<file path="src/rtl/spwm_pkg.sv">
// spwm_pkg: types and the half-sine duty table shared by the SPWM leg.
// Assumes the table values fit in ENTRY_W bits and stay below the carrier top.
package spwm_pkg;

    localparam int STEPS   = 25;
    localparam int ENTRY_W = 8;

    typedef enum logic {
        DIR_UP   = 1'b0,
        DIR_DOWN = 1'b1
    } dir_e;

    // Half-sine duty value for table step k (0 .. STEPS-1).
    function automatic logic [ENTRY_W-1:0] sine_step(input logic [4:0] k);
        logic [ENTRY_W-1:0] v;
        case (k)
            5'd0:  v = 8'd100;
            5'd1:  v = 8'd110;
            5'd2:  v = 8'd120;
            5'd3:  v = 8'd129;
            5'd4:  v = 8'd139;
            5'd5:  v = 8'd147;
            5'd6:  v = 8'd155;
            5'd7:  v = 8'd162;
            5'd8:  v = 8'd168;
            5'd9:  v = 8'd172;
            5'd10: v = 8'd176;
            5'd11: v = 8'd179;
            5'd12: v = 8'd180;
            5'd13: v = 8'd180;
            5'd14: v = 8'd179;
            5'd15: v = 8'd176;
            5'd16: v = 8'd172;
            5'd17: v = 8'd168;
            5'd18: v = 8'd162;
            5'd19: v = 8'd155;
            5'd20: v = 8'd147;
            5'd21: v = 8'd139;
            5'd22: v = 8'd129;
            5'd23: v = 8'd120;
            5'd24: v = 8'd110;
            default: v = 8'd100;
        endcase
        return v;
    endfunction

endpackage

</file>
<file path="src/rtl/spwm_carrier.sv">
// spwm_carrier: up/down triangular carrier between 0 and TOP.
// Moves one count per cycle with tick_en high. It flags the tick that lands
// on TOP and the tick that lands on 0, so the duty sequencer can act on them.
// Assumes TOP >= 2.
module spwm_carrier #(
    parameter int TOP = 199,
    parameter int CW  = $clog2(TOP + 1)
) (
    input  logic          clk,
    input  logic          rst_n,
    input  logic          tick_en,
    output logic [CW-1:0] cnt,
    output logic          at_top,
    output logic          at_bottom
);
    import spwm_pkg::*;

    logic [CW-1:0] cnt_q;
    dir_e          dir_q;

    // Decode the ticks that reach either end of the ramp.
    always_comb begin
        at_top    = tick_en && (dir_q == DIR_UP)   && (cnt_q == CW'(TOP - 1));
        at_bottom = tick_en && (dir_q == DIR_DOWN) && (cnt_q == CW'(1));
    end

    // Step the count and turn around at the ends.
    always_ff @(posedge clk) begin
        if (!rst_n) begin
            cnt_q <= '0;
            dir_q <= DIR_UP;
        end else if (tick_en) begin
            if (dir_q == DIR_UP) begin
                cnt_q <= cnt_q + CW'(1);
                if (at_top) begin
                    dir_q <= DIR_DOWN;
                end
            end else begin
                cnt_q <= cnt_q - CW'(1);
                if (at_bottom) begin
                    dir_q <= DIR_UP;
                end
            end
        end
    end

    assign cnt = cnt_q;

endmodule

</file>
<file path="src/rtl/spwm_duty_seq.sv">
// spwm_duty_seq: walks the half-sine table and owns both compare levels.
// At the top tick, it fetches the next step into a shadow stage. At the
// bottom tick, it copies the shadow into the active levels and the active
// half-cycle flag. The flag in the shadow flips whenever step 0 is fetched
// again, which marks the start of the next half sine wave.
// Assumes DEAD < smallest table value - 1.
module spwm_duty_seq #(
    parameter int CW   = 8,
    parameter int DEAD = 1
) (
    input  logic          clk,
    input  logic          rst_n,
    input  logic          at_top,
    input  logic          at_bottom,
    output logic [CW-1:0] cmp_main,
    output logic [CW-1:0] cmp_comp,
    output logic          phase
);
    import spwm_pkg::*;

    localparam int IW = $clog2(STEPS);

    logic [IW-1:0]      idx_q;
    logic [ENTRY_W-1:0] shadow_q;
    logic               shadow_phase_q;
    logic [CW-1:0]      act_main_q;
    logic [CW-1:0]      act_comp_q;
    logic               act_phase_q;
    logic [ENTRY_W-1:0] fetch;
    logic [CW-1:0]      shadow_main;

    // Table value at the fetch pointer and the compare level it implies.
    always_comb begin
        fetch       = sine_step(5'(idx_q));
        shadow_main = CW'(shadow_q) - CW'(1);
    end

    // Fetch at the top; advance and wrap the pointer.
    always_ff @(posedge clk) begin
        if (!rst_n) begin
            idx_q          <= IW'(1);
            shadow_q       <= sine_step(5'd0);
            shadow_phase_q <= 1'b0;
        end else if (at_top) begin
            shadow_q <= fetch;
            if (idx_q == '0) begin
                shadow_phase_q <= ~shadow_phase_q;
            end
            if (idx_q == IW'(STEPS - 1)) begin
                idx_q <= '0;
            end else begin
                idx_q <= idx_q + IW'(1);
            end
        end
    end

    // Commit the shadow to the active levels only at the bottom.
    always_ff @(posedge clk) begin
        if (!rst_n) begin
            act_main_q  <= CW'(sine_step(5'd0)) - CW'(1);
            act_comp_q  <= CW'(sine_step(5'd0)) - CW'(1) - CW'(DEAD);
            act_phase_q <= 1'b0;
        end else if (at_bottom) begin
            act_main_q  <= shadow_main;
            act_comp_q  <= shadow_main - CW'(DEAD);
            act_phase_q <= shadow_phase_q;
        end
    end

    assign cmp_main = act_main_q;
    assign cmp_comp = act_comp_q;
    assign phase    = act_phase_q;

endmodule

</file>
<file path="src/rtl/spwm_out_stage.sv">
// spwm_out_stage: registered output drivers.
// On each tick, it registers the main and complementary levels and the
// half-cycle flag from the same carrier state, one tick behind. Both drives
// are forced low while the flag is set.
module spwm_out_stage #(
    parameter int CW = 8
) (
    input  logic          clk,
    input  logic          rst_n,
    input  logic          tick_en,
    input  logic [CW-1:0] cnt,
    input  logic [CW-1:0] cmp_main,
    input  logic [CW-1:0] cmp_comp,
    input  logic          phase,
    output logic          pwm_main,
    output logic          pwm_comp,
    output logic          half_phase
);
    logic main_d;
    logic comp_d;

    // Level compares; the gap between the two levels is the dead band.
    always_comb begin
        main_d = !phase && (cnt > cmp_main);
        comp_d = !phase && (cnt <= cmp_comp);
    end

    // Register the drives and the flag together so they stay aligned.
    always_ff @(posedge clk) begin
        if (!rst_n) begin
            pwm_main   <= 1'b0;
            pwm_comp   <= 1'b0;
            half_phase <= 1'b0;
        end else if (tick_en) begin
            pwm_main   <= main_d;
            pwm_comp   <= comp_d;
            half_phase <= phase;
        end
    end

endmodule

</file>
<file path="src/rtl/spwm_leg.sv">
// spwm_leg: complementary center-aligned sine PWM for one bridge leg.
// Joins the carrier, the duty sequencer and the output stage.
// Assumes TOP exceeds the largest table value.
module spwm_leg #(
    parameter int TOP  = 199,
    parameter int DEAD = 1
) (
    input  logic clk,
    input  logic rst_n,
    input  logic tick_en,
    output logic pwm_main,
    output logic pwm_comp,
    output logic half_phase
);
    localparam int CW = $clog2(TOP + 1);

    logic [CW-1:0] cnt_w;
    logic          at_top_w;
    logic          at_bottom_w;
    logic [CW-1:0] cmp_main_w;
    logic [CW-1:0] cmp_comp_w;
    logic          phase_w;

    spwm_carrier #(.TOP(TOP), .CW(CW)) u_carrier (
        .clk       (clk),
        .rst_n     (rst_n),
        .tick_en   (tick_en),
        .cnt       (cnt_w),
        .at_top    (at_top_w),
        .at_bottom (at_bottom_w)
    );

    spwm_duty_seq #(.CW(CW), .DEAD(DEAD)) u_seq (
        .clk       (clk),
        .rst_n     (rst_n),
        .at_top    (at_top_w),
        .at_bottom (at_bottom_w),
        .cmp_main  (cmp_main_w),
        .cmp_comp  (cmp_comp_w),
        .phase     (phase_w)
    );

    spwm_out_stage #(.CW(CW)) u_out (
        .clk        (clk),
        .rst_n      (rst_n),
        .tick_en    (tick_en),
        .cnt        (cnt_w),
        .cmp_main   (cmp_main_w),
        .cmp_comp   (cmp_comp_w),
        .phase      (phase_w),
        .pwm_main   (pwm_main),
        .pwm_comp   (pwm_comp),
        .half_phase (half_phase)
    );

endmodule

</file>
<file path="config.mk">
export PLATFORM = sky130hd
export DESIGN_NAME = spwm_leg
export DESIGN_NICKNAME = d
export VERILOG_FILES = /design/src/rtl/spwm_pkg.sv /design/src/rtl/spwm_carrier.sv /design/src/rtl/spwm_duty_seq.sv /design/src/rtl/spwm_out_stage.sv /design/src/rtl/spwm_leg.sv
export SDC_FILE = /design/constraint.sdc
export NUM_CORES = 1
export LEC_CHECK = 0
export ABC_AREA = 1
export BUFFER_PORTS_ARGS = -buffer_cell sky130_fd_sc_hd__buf_2
export CAP_MARGIN = 15
export CORE_ASPECT_RATIO = 0.7
export CORE_UTILIZATION = 55
export CTS_CLUSTER_DIAMETER = 40
export DETAILED_ROUTE_END_ITERATION = 8
export PLACE_DENSITY = 0.84
export SYNTH_ARGS = -nofsm -noshare
export SYNTH_HDL_FRONTEND = slang
export SYNTH_SLANG_ARGS = --single-unit
</file>
<file path="constraint.sdc">
create_clock -name clk -period 1.51 [get_ports clk]
set_input_delay 0.151 -clock clk [delete_from_list [all_inputs] [get_ports clk]]
set_output_delay 0.151 -clock clk [all_outputs]
set_load 0.1 [all_outputs]
</file>
### Yosys cells after proc, flatten, opt, wreduce, memory -nomap -nowiden

Memories as Yosys holds them, arrays and structs flattened. A register that Yosys moved wholly into a read port is not among the register bits.
Index checks and enable logic that the tools add are counted.

| word-level totals | value |
|---|---|
| memories kept | 1 |
| output and inout port bits | 3 |
| register bits after elaboration | 35 |
| word-level logic and storage cells | 38 |
| bits in latches | 0 |
| bits in writable memories | 0 |
| ROM bits | 256 |
| input bits | 3 |

| operators by class | value |
|---|---|
| reductions and logical operators | 10 |
| bitwise operators | 2 |
| muxes and demuxes | 5 |
| $lt $le $gt $ge | 2 |
| equality and inequality tests | 3 |
| divide/modulo/power cells | 0 |
| $mul | 0 |
| add/subtract/negate cells | 5 |
| shift-type cells | 0 |

Memory list:

| memory | words | bits a word | read ports | clocked after Yosys merged registers in | wr ports | RTL line | source |
|---|---|---|---|---|---|---|---|
| (name not given) | 32 | 8 | 1 | 1 | 0 | spwm_pkg.sv:16 | `case (k)` |

Operator list:

| kind | number |
|---|---|
| $sub A8 B1 Y8 const B | 3 |
| $add A8 B1 Y8 const B | 1 |
| $eq A8 B1 Y1 const B | 1 |
| $eq A8 B8 Y1 const B | 1 |
| $gt A8 B8 Y1 | 1 |
| $le A8 B8 Y1 | 1 |
| $mux W8 | 1 |
| $logic_and A1 B1 Y1 | 6 |
| $add A5 B1 Y5 const B | 1 |
| $eq A5 B5 Y1 const B | 1 |
| $logic_not A5 Y1 | 1 |
| $mux W5 | 1 |
| $mux W1 | 3 |
| $logic_not A1 Y1 | 2 |
| $not A1 Y1 | 2 |
| $reduce_and A2 Y1 | 1 |

### Depth between registers and ports, before layout

| logic depth | value |
|---|---|
| word-level depth | 5 |
| gate-level depth with buffers | 13 |
| depth with buffers taken out | 13 |

### Modules after synthesis

A second synthesis with hierarchy kept.

| unflattened totals | value |
|---|---|
| cell total of the unflattened synthesis | 421 |
| area, all modules | 2881.5 um2 |

By module, submodules not included:

| module | area an instance (um2) | seq. area each (um2) | instances | cells each |
|---|---|---|---|---|
| spwm_duty_seq | 1767.9 | 620.6 | 1 | 246 |
| spwm_carrier | 586.8 | 180.2 | 1 | 93 |
| spwm_out_stage | 526.8 | 60.1 | 1 | 82 |

### Worst setup path before layout

No wires, ideal clock.

| path | value |
|---|---|
| path type | flip-flop to flip-flop |
| from | register u_seq.shadow_q[0] |
| to | register u_seq.act_comp_q[7], in the netlist u_seq.cmp_comp[7] |
| data arrival time | 1.398 ns |
| period minus slack after synthesis | 1.507 ns |
| buffers on the path | 0 |
| setup time | 0.109 ns |
| setup slack | 0.003 ns |
| data required time | 1.401 ns |
| stages on the path, launching flop included | 12 |
| cells stage by stage | dfxtp_1 -> inv_2 -> ha_1 -> nand2_1 -> nor2_1 -> nand2_1 -> nor2_2 -> nand3_1 -> nand2_1 -> nand3_1 -> nand2_1 -> inv_1 |

| on the way | value |
|---|---|
| cells in the longest elaborated chain, start to end | 2 |

RTL lines:

| item | RTL line | source |
|---|---|---|
| start, declared | spwm_duty_seq.sv:24 | `logic [ENTRY_W-1:0] shadow_q;` |
| $sub A8 B1 Y8 | spwm_duty_seq.sv:35 | `shadow_main = CW'(shadow_q) - CW'(1);` |
| net u_seq.shadow_main[0] | spwm_duty_seq.sv:30 | `logic [CW-1:0] shadow_main;` |
| $sub A8 B1 Y8 | spwm_duty_seq.sv:65 | `act_comp_q <= shadow_main - CW'(DEAD);` |
| end signal, assigned | spwm_duty_seq.sv:61 | `act_comp_q <= CW'(sine_step(5'd0)) - CW'(1) - CW'(DEAD);` |
| end signal, assigned | spwm_duty_seq.sv:65 |  |
| end, declared | spwm_duty_seq.sv:27 | `logic [CW-1:0] act_comp_q;` |

The timed path passes the listed nets, and every way through them passes these cells.
A chain may end at the register's enable or synchronous reset.

### Final worst setup path

| path | value |
|---|---|
| from | register u_carrier.cnt_q[1], in the netlist u_carrier.cnt[1] |
| to | register u_seq.act_comp_q[6], in the netlist u_seq.cmp_comp[6] |

| on the way | value |
|---|---|
| cells in the longest elaborated chain, start to end | 2 |

RTL lines:

| item | RTL line | source |
|---|---|---|
| start, declared | spwm_carrier.sv:18 | `logic [CW-1:0] cnt_q;` |
| start signal, assigned | spwm_carrier.sv:34 | `cnt_q <= cnt_q + CW'(1);` |
| start signal, assigned | spwm_carrier.sv:39 | `cnt_q <= cnt_q - CW'(1);` |
| $eq A8 B1 Y1 | spwm_carrier.sv:24 | `at_bottom = tick_en && (dir_q == DIR_DOWN) && (cnt_q == CW'(1));` |
| $logic_and A1 B1 Y1 | spwm_carrier.sv:24 |  |

No other way between the ends.

==> metrics.md <==
| Metric | Value |
|---|---|
| Worst hold start | `tick_en` |
| CP arrival | `1780 ps` |
| Sink Count | `43` |
| Worst R2R Start | `u_carrier.cnt[1]` |
| Worst hold path class | `in -> reg` |
| DR iter-0 viols | `303` |
| Pleak | `1.634 nW` |
| Syn-to-layout area delta | `24.91%` |
| GPL Wtd Cong | `0.9298` |
| # DRC | `0` |
| R2R cell count | `7` |
| RSZ-0062 raised after global routing | `yes` |
| Detail Route Antenna Nets | `0` |
| Syn_area_per_cell | `around 7.0 um2` |
| TritonCTS Buffers | `5` |
| Share of cells above drive strength 1 | `24.55%` |
| # port buffers | `5` |
| Vias | `3,006` |
| First-pass GRT wire length | `about 11 mm` |
| Clock Skew | `13.57 ps` |
| Fmax | `624.9 MHz` |
| Clock Latency Late Sink | `~310 ps` |
| CTS H-tree depth | `2` |
| Max incr delay on CP | `370 ps` |
| Mapped cell area | `roughly 2800 um2` |
| Post-synthesis sequential area ratio | `30.50%` |
| Failing checks | `setup timing` |
| Drt total wl | `8.106 mm` |
| Core Area | `4861 um2` |
| Cells on Worst Hold Path | `3` |
| WHS Endpoint | `u_out.half_phase` |
| Yosys reg bits | `43` |
| Clock transition at the registers of the reported paths | `roughly 80 ps` |
| Maximum VDD drop | `0.0006278 V` |
| Fin crit period | `1600 ps` |
| Outcome | `complete, but fails checks` |
| Netlist cell types | `32` |
| Reg-to-reg critical path endpoint | `u_seq.cmp_comp[6]` |
| I/O Pins | `6` |
| DIE WIDTH | `87.63 um` |
| Mapped Nets | `between 400 and 500` |
| Vias in the first global route | `2,425` |
| Die ar. | `5427 um2` |
| Row count | `21` |
| Mapped Cells | `402` |
| Slew Limit Fails | `0` |
| Worst-margin pin slew | `487.0 ps` |
| Initial Util | `about three fifths` |
| Clock buffer depth | `2` |
| Pin count of the biggest net entering global routing | `26` |
| DR WL/cell | `about 16 um` |
| Post-route setup slack | `-90.27 ps` |
| PwrDens | `roughly 650 nW/um2` |
| Ant. Diodes | `0` |
| Setup-failing EPs final | `3` |
| Gr usage total | `between 20% and 30%` |
| Final HPWL DP | `5.386 mm` |
| Hold Violations, Final | `0` |
| Period utilisation layout | `106.0%` |
| Die Ht | `61.94 um` |
| Critical path type | `reg -> reg` |
| Post-layout nets | `~480` |
| Crit path capture type | `flip-flop` |
| Placement Setup Slack | `-50.99 ps` |
| CP required | `1690 ps` |
| R2R setup slack | `-90 ps` |
| Via/cell ratio | `roughly 5.8` |
| Worst rel slew slack | `67.76%` |
| Total of max-cap violations | `0` |
| Synth Warn # | `0` |
| Non-filler cells, final | `517` |
| TritonRoute pass-1 iters | `8` |
| CTS tree | `yes` |
| Ordered cell list for the critical path | `inv_2 > ha_2 > and3_4 > nand4_4 > buf_6 > a21oi_1 > nand3_1` |
| CP max stage cell | `dfxtp_4` |
| Post-cts hold buffer count | `0` |
| Post-Place Cells | `500` |
| CP Max Fanout | `8` |
| Total gr overflow | `0` |
| Root buf cell | `clkbuf_8` |
| Startpoint Class | `flip-flop` |
| Initial antenna violation count | `0` |
==> where the power goes <==
part	internal (W)	leakage [nW]	total [W]	switching [W]
clock network	0.000536	0.0612	0.000959	0.000423
registers	0.00114	0.353	0.00115	0.0000101
logic	0.0000578	1.22	0.000172	0.000115
==> flip-flops by register name (all words and copies together), names as in the netlist <==
name and count:
u_seq.idx_q 5, u_seq.shadow_q 8, u_out.half_phase 1, u_out.pwm_comp 1, u_seq.shadow_phase_q 1, u_out.pwm_main 1, u_carrier.dir_q 1, u_carrier.cnt 8
u_seq.phase 1, u_seq.cmp_comp 8, u_seq.cmp_main 8
==> logic make-up after synthesis <==
logic type | Yosys count | synth area share, %
AO/OA/AOI/OAI | 101 | 19.42
flip-flops | 43 | 30.50
adder cells (fa/ha/maj) | 34 | 15.07
XOR/XNOR | 3 | 0.9310
AND/OR/NAND/NOR | 146 | 22.83
buffers and inverters | 75 | 11.26
==> worst max-delay path by stage <==
stage / cells past startpoint / endpoint / from / slack (ps)
6_report: 7 / u_seq.cmp_comp[6] / u_carrier.cnt[1] / -90
3_5_place_dp: 13 / u_seq.cmp_comp[7] / u_seq.shadow_q[1] / -50
3_3_place_gp: 13 / u_seq.cmp_comp[7] / u_seq.shadow_q[1] / -2
2_1_floorplan: 11 / u_seq.cmp_comp[7] / u_seq.shadow_q[0] / 3
4_1_cts: 8 / u_seq.cmp_comp[2] / u_carrier.cnt[1] / -20
5_1_grt: 7 / u_seq.cmp_comp[6] / u_carrier.cnt[1] / -140
==> cells in the mapped netlist, drive strengths merged <==
library cell	count	area share, %
o21a	1	0.27
nor2	40	5.5
and3	2	0.44
a21o	1	0.27
inv	64	8.5
a31oi	5	1.1
nor3	7	1.6
nand3b	1	0.27
nand3	21	3.7
nand2	64	8.6
o22ai	1	0.22
buf	8	2.3
ha	34	15
clkbuf	3	0.40
a211oi	3	0.97
xnor2	1	0.31
o221ai	2	0.62
nand4	11	2.7
o211ai	4	1.1
o21ai	44	7.8
dfxtp	43	30
xor2	2	0.62
a21oi	40	7.1
==> area by class of cell <==
class,instances,area (um2)
clock buffer,6,82.58
sequential,43,887.1
tap,69,86.33
fill,355,1335
multi-input combinational,284,1790
clock inverter,2,35.03
timing repair buffer,48,391.6
inverter,64,247.7
timing repair inverter,1,5.005
==> repair_timing <==
| item | CTS | global route |
|---|---|---|
| endpoints found under the setup margin | 7 | 35 |
| gates cloned | 0 | 3 |
| buffers inserted | 0 | 6 |
| resized for setup | 10 | 58 |
| pin swaps | 3 | 6 |
==> per-layer routing <==
metal	track usage [%]	wire [um]	part of all wire, %
met1	39.76	3605	44
met2	43.97	3631	45
met3	5.548	734	9.1
met4	10.30	134	1.7
met5	0	0	0
==> stage by stage <==
stage                     util (%)  TNS [ps]  instance area, um2  hold slack, ps  power [W]
after global placement       64.68    -2.272                3144           450.9   0.001314
after detailed placement     64.68    -104.9                3144           463.1   0.001320
after global routing         72.54     -1140                3526           275.0   0.002353
after floorplan                  -         0                2823           289.3   0.001268
final                        72.54    -120.2                3526           230.4   0.002278
after CTS                    67.85    -56.53                3298           210.7   0.002265
==> worst max-delay path: cells and delay by family, from the launching register on <==
kind	cells	cell delay [ps]
buffers and inverters	2	270
and+or+nand+nor	3	480
DFF	1	370
AOI/OAI and AO/OA	1	170
adders and majority gates	1	170
==> cells in the final DEF, fill, tap and decap left out, types with 2 or more instances in the layout <==
cell type / n
a211oi_2: 2
a21oi_1: 39
a31oi_1: 5
buf_12: 2
buf_2: 6
buf_4: 38
clkbuf_8: 6
clkinv_2: 2
dfxtp_1: 30
dfxtp_2: 9
dfxtp_4: 4
ha_1: 28
ha_2: 2
ha_4: 4
inv_1: 54
inv_2: 8
nand2_1: 58
nand2_2: 6
nand3_1: 20
nand4_1: 10
nor2_1: 32
nor2_2: 5
nor2_4: 3
nor3_1: 4
nor3_2: 2
o211ai_1: 4
o21ai_0: 28
o21ai_1: 15
o221ai_1: 2
xor2_1: 2
No activity file was read; power rests on OpenSTA's default activity.
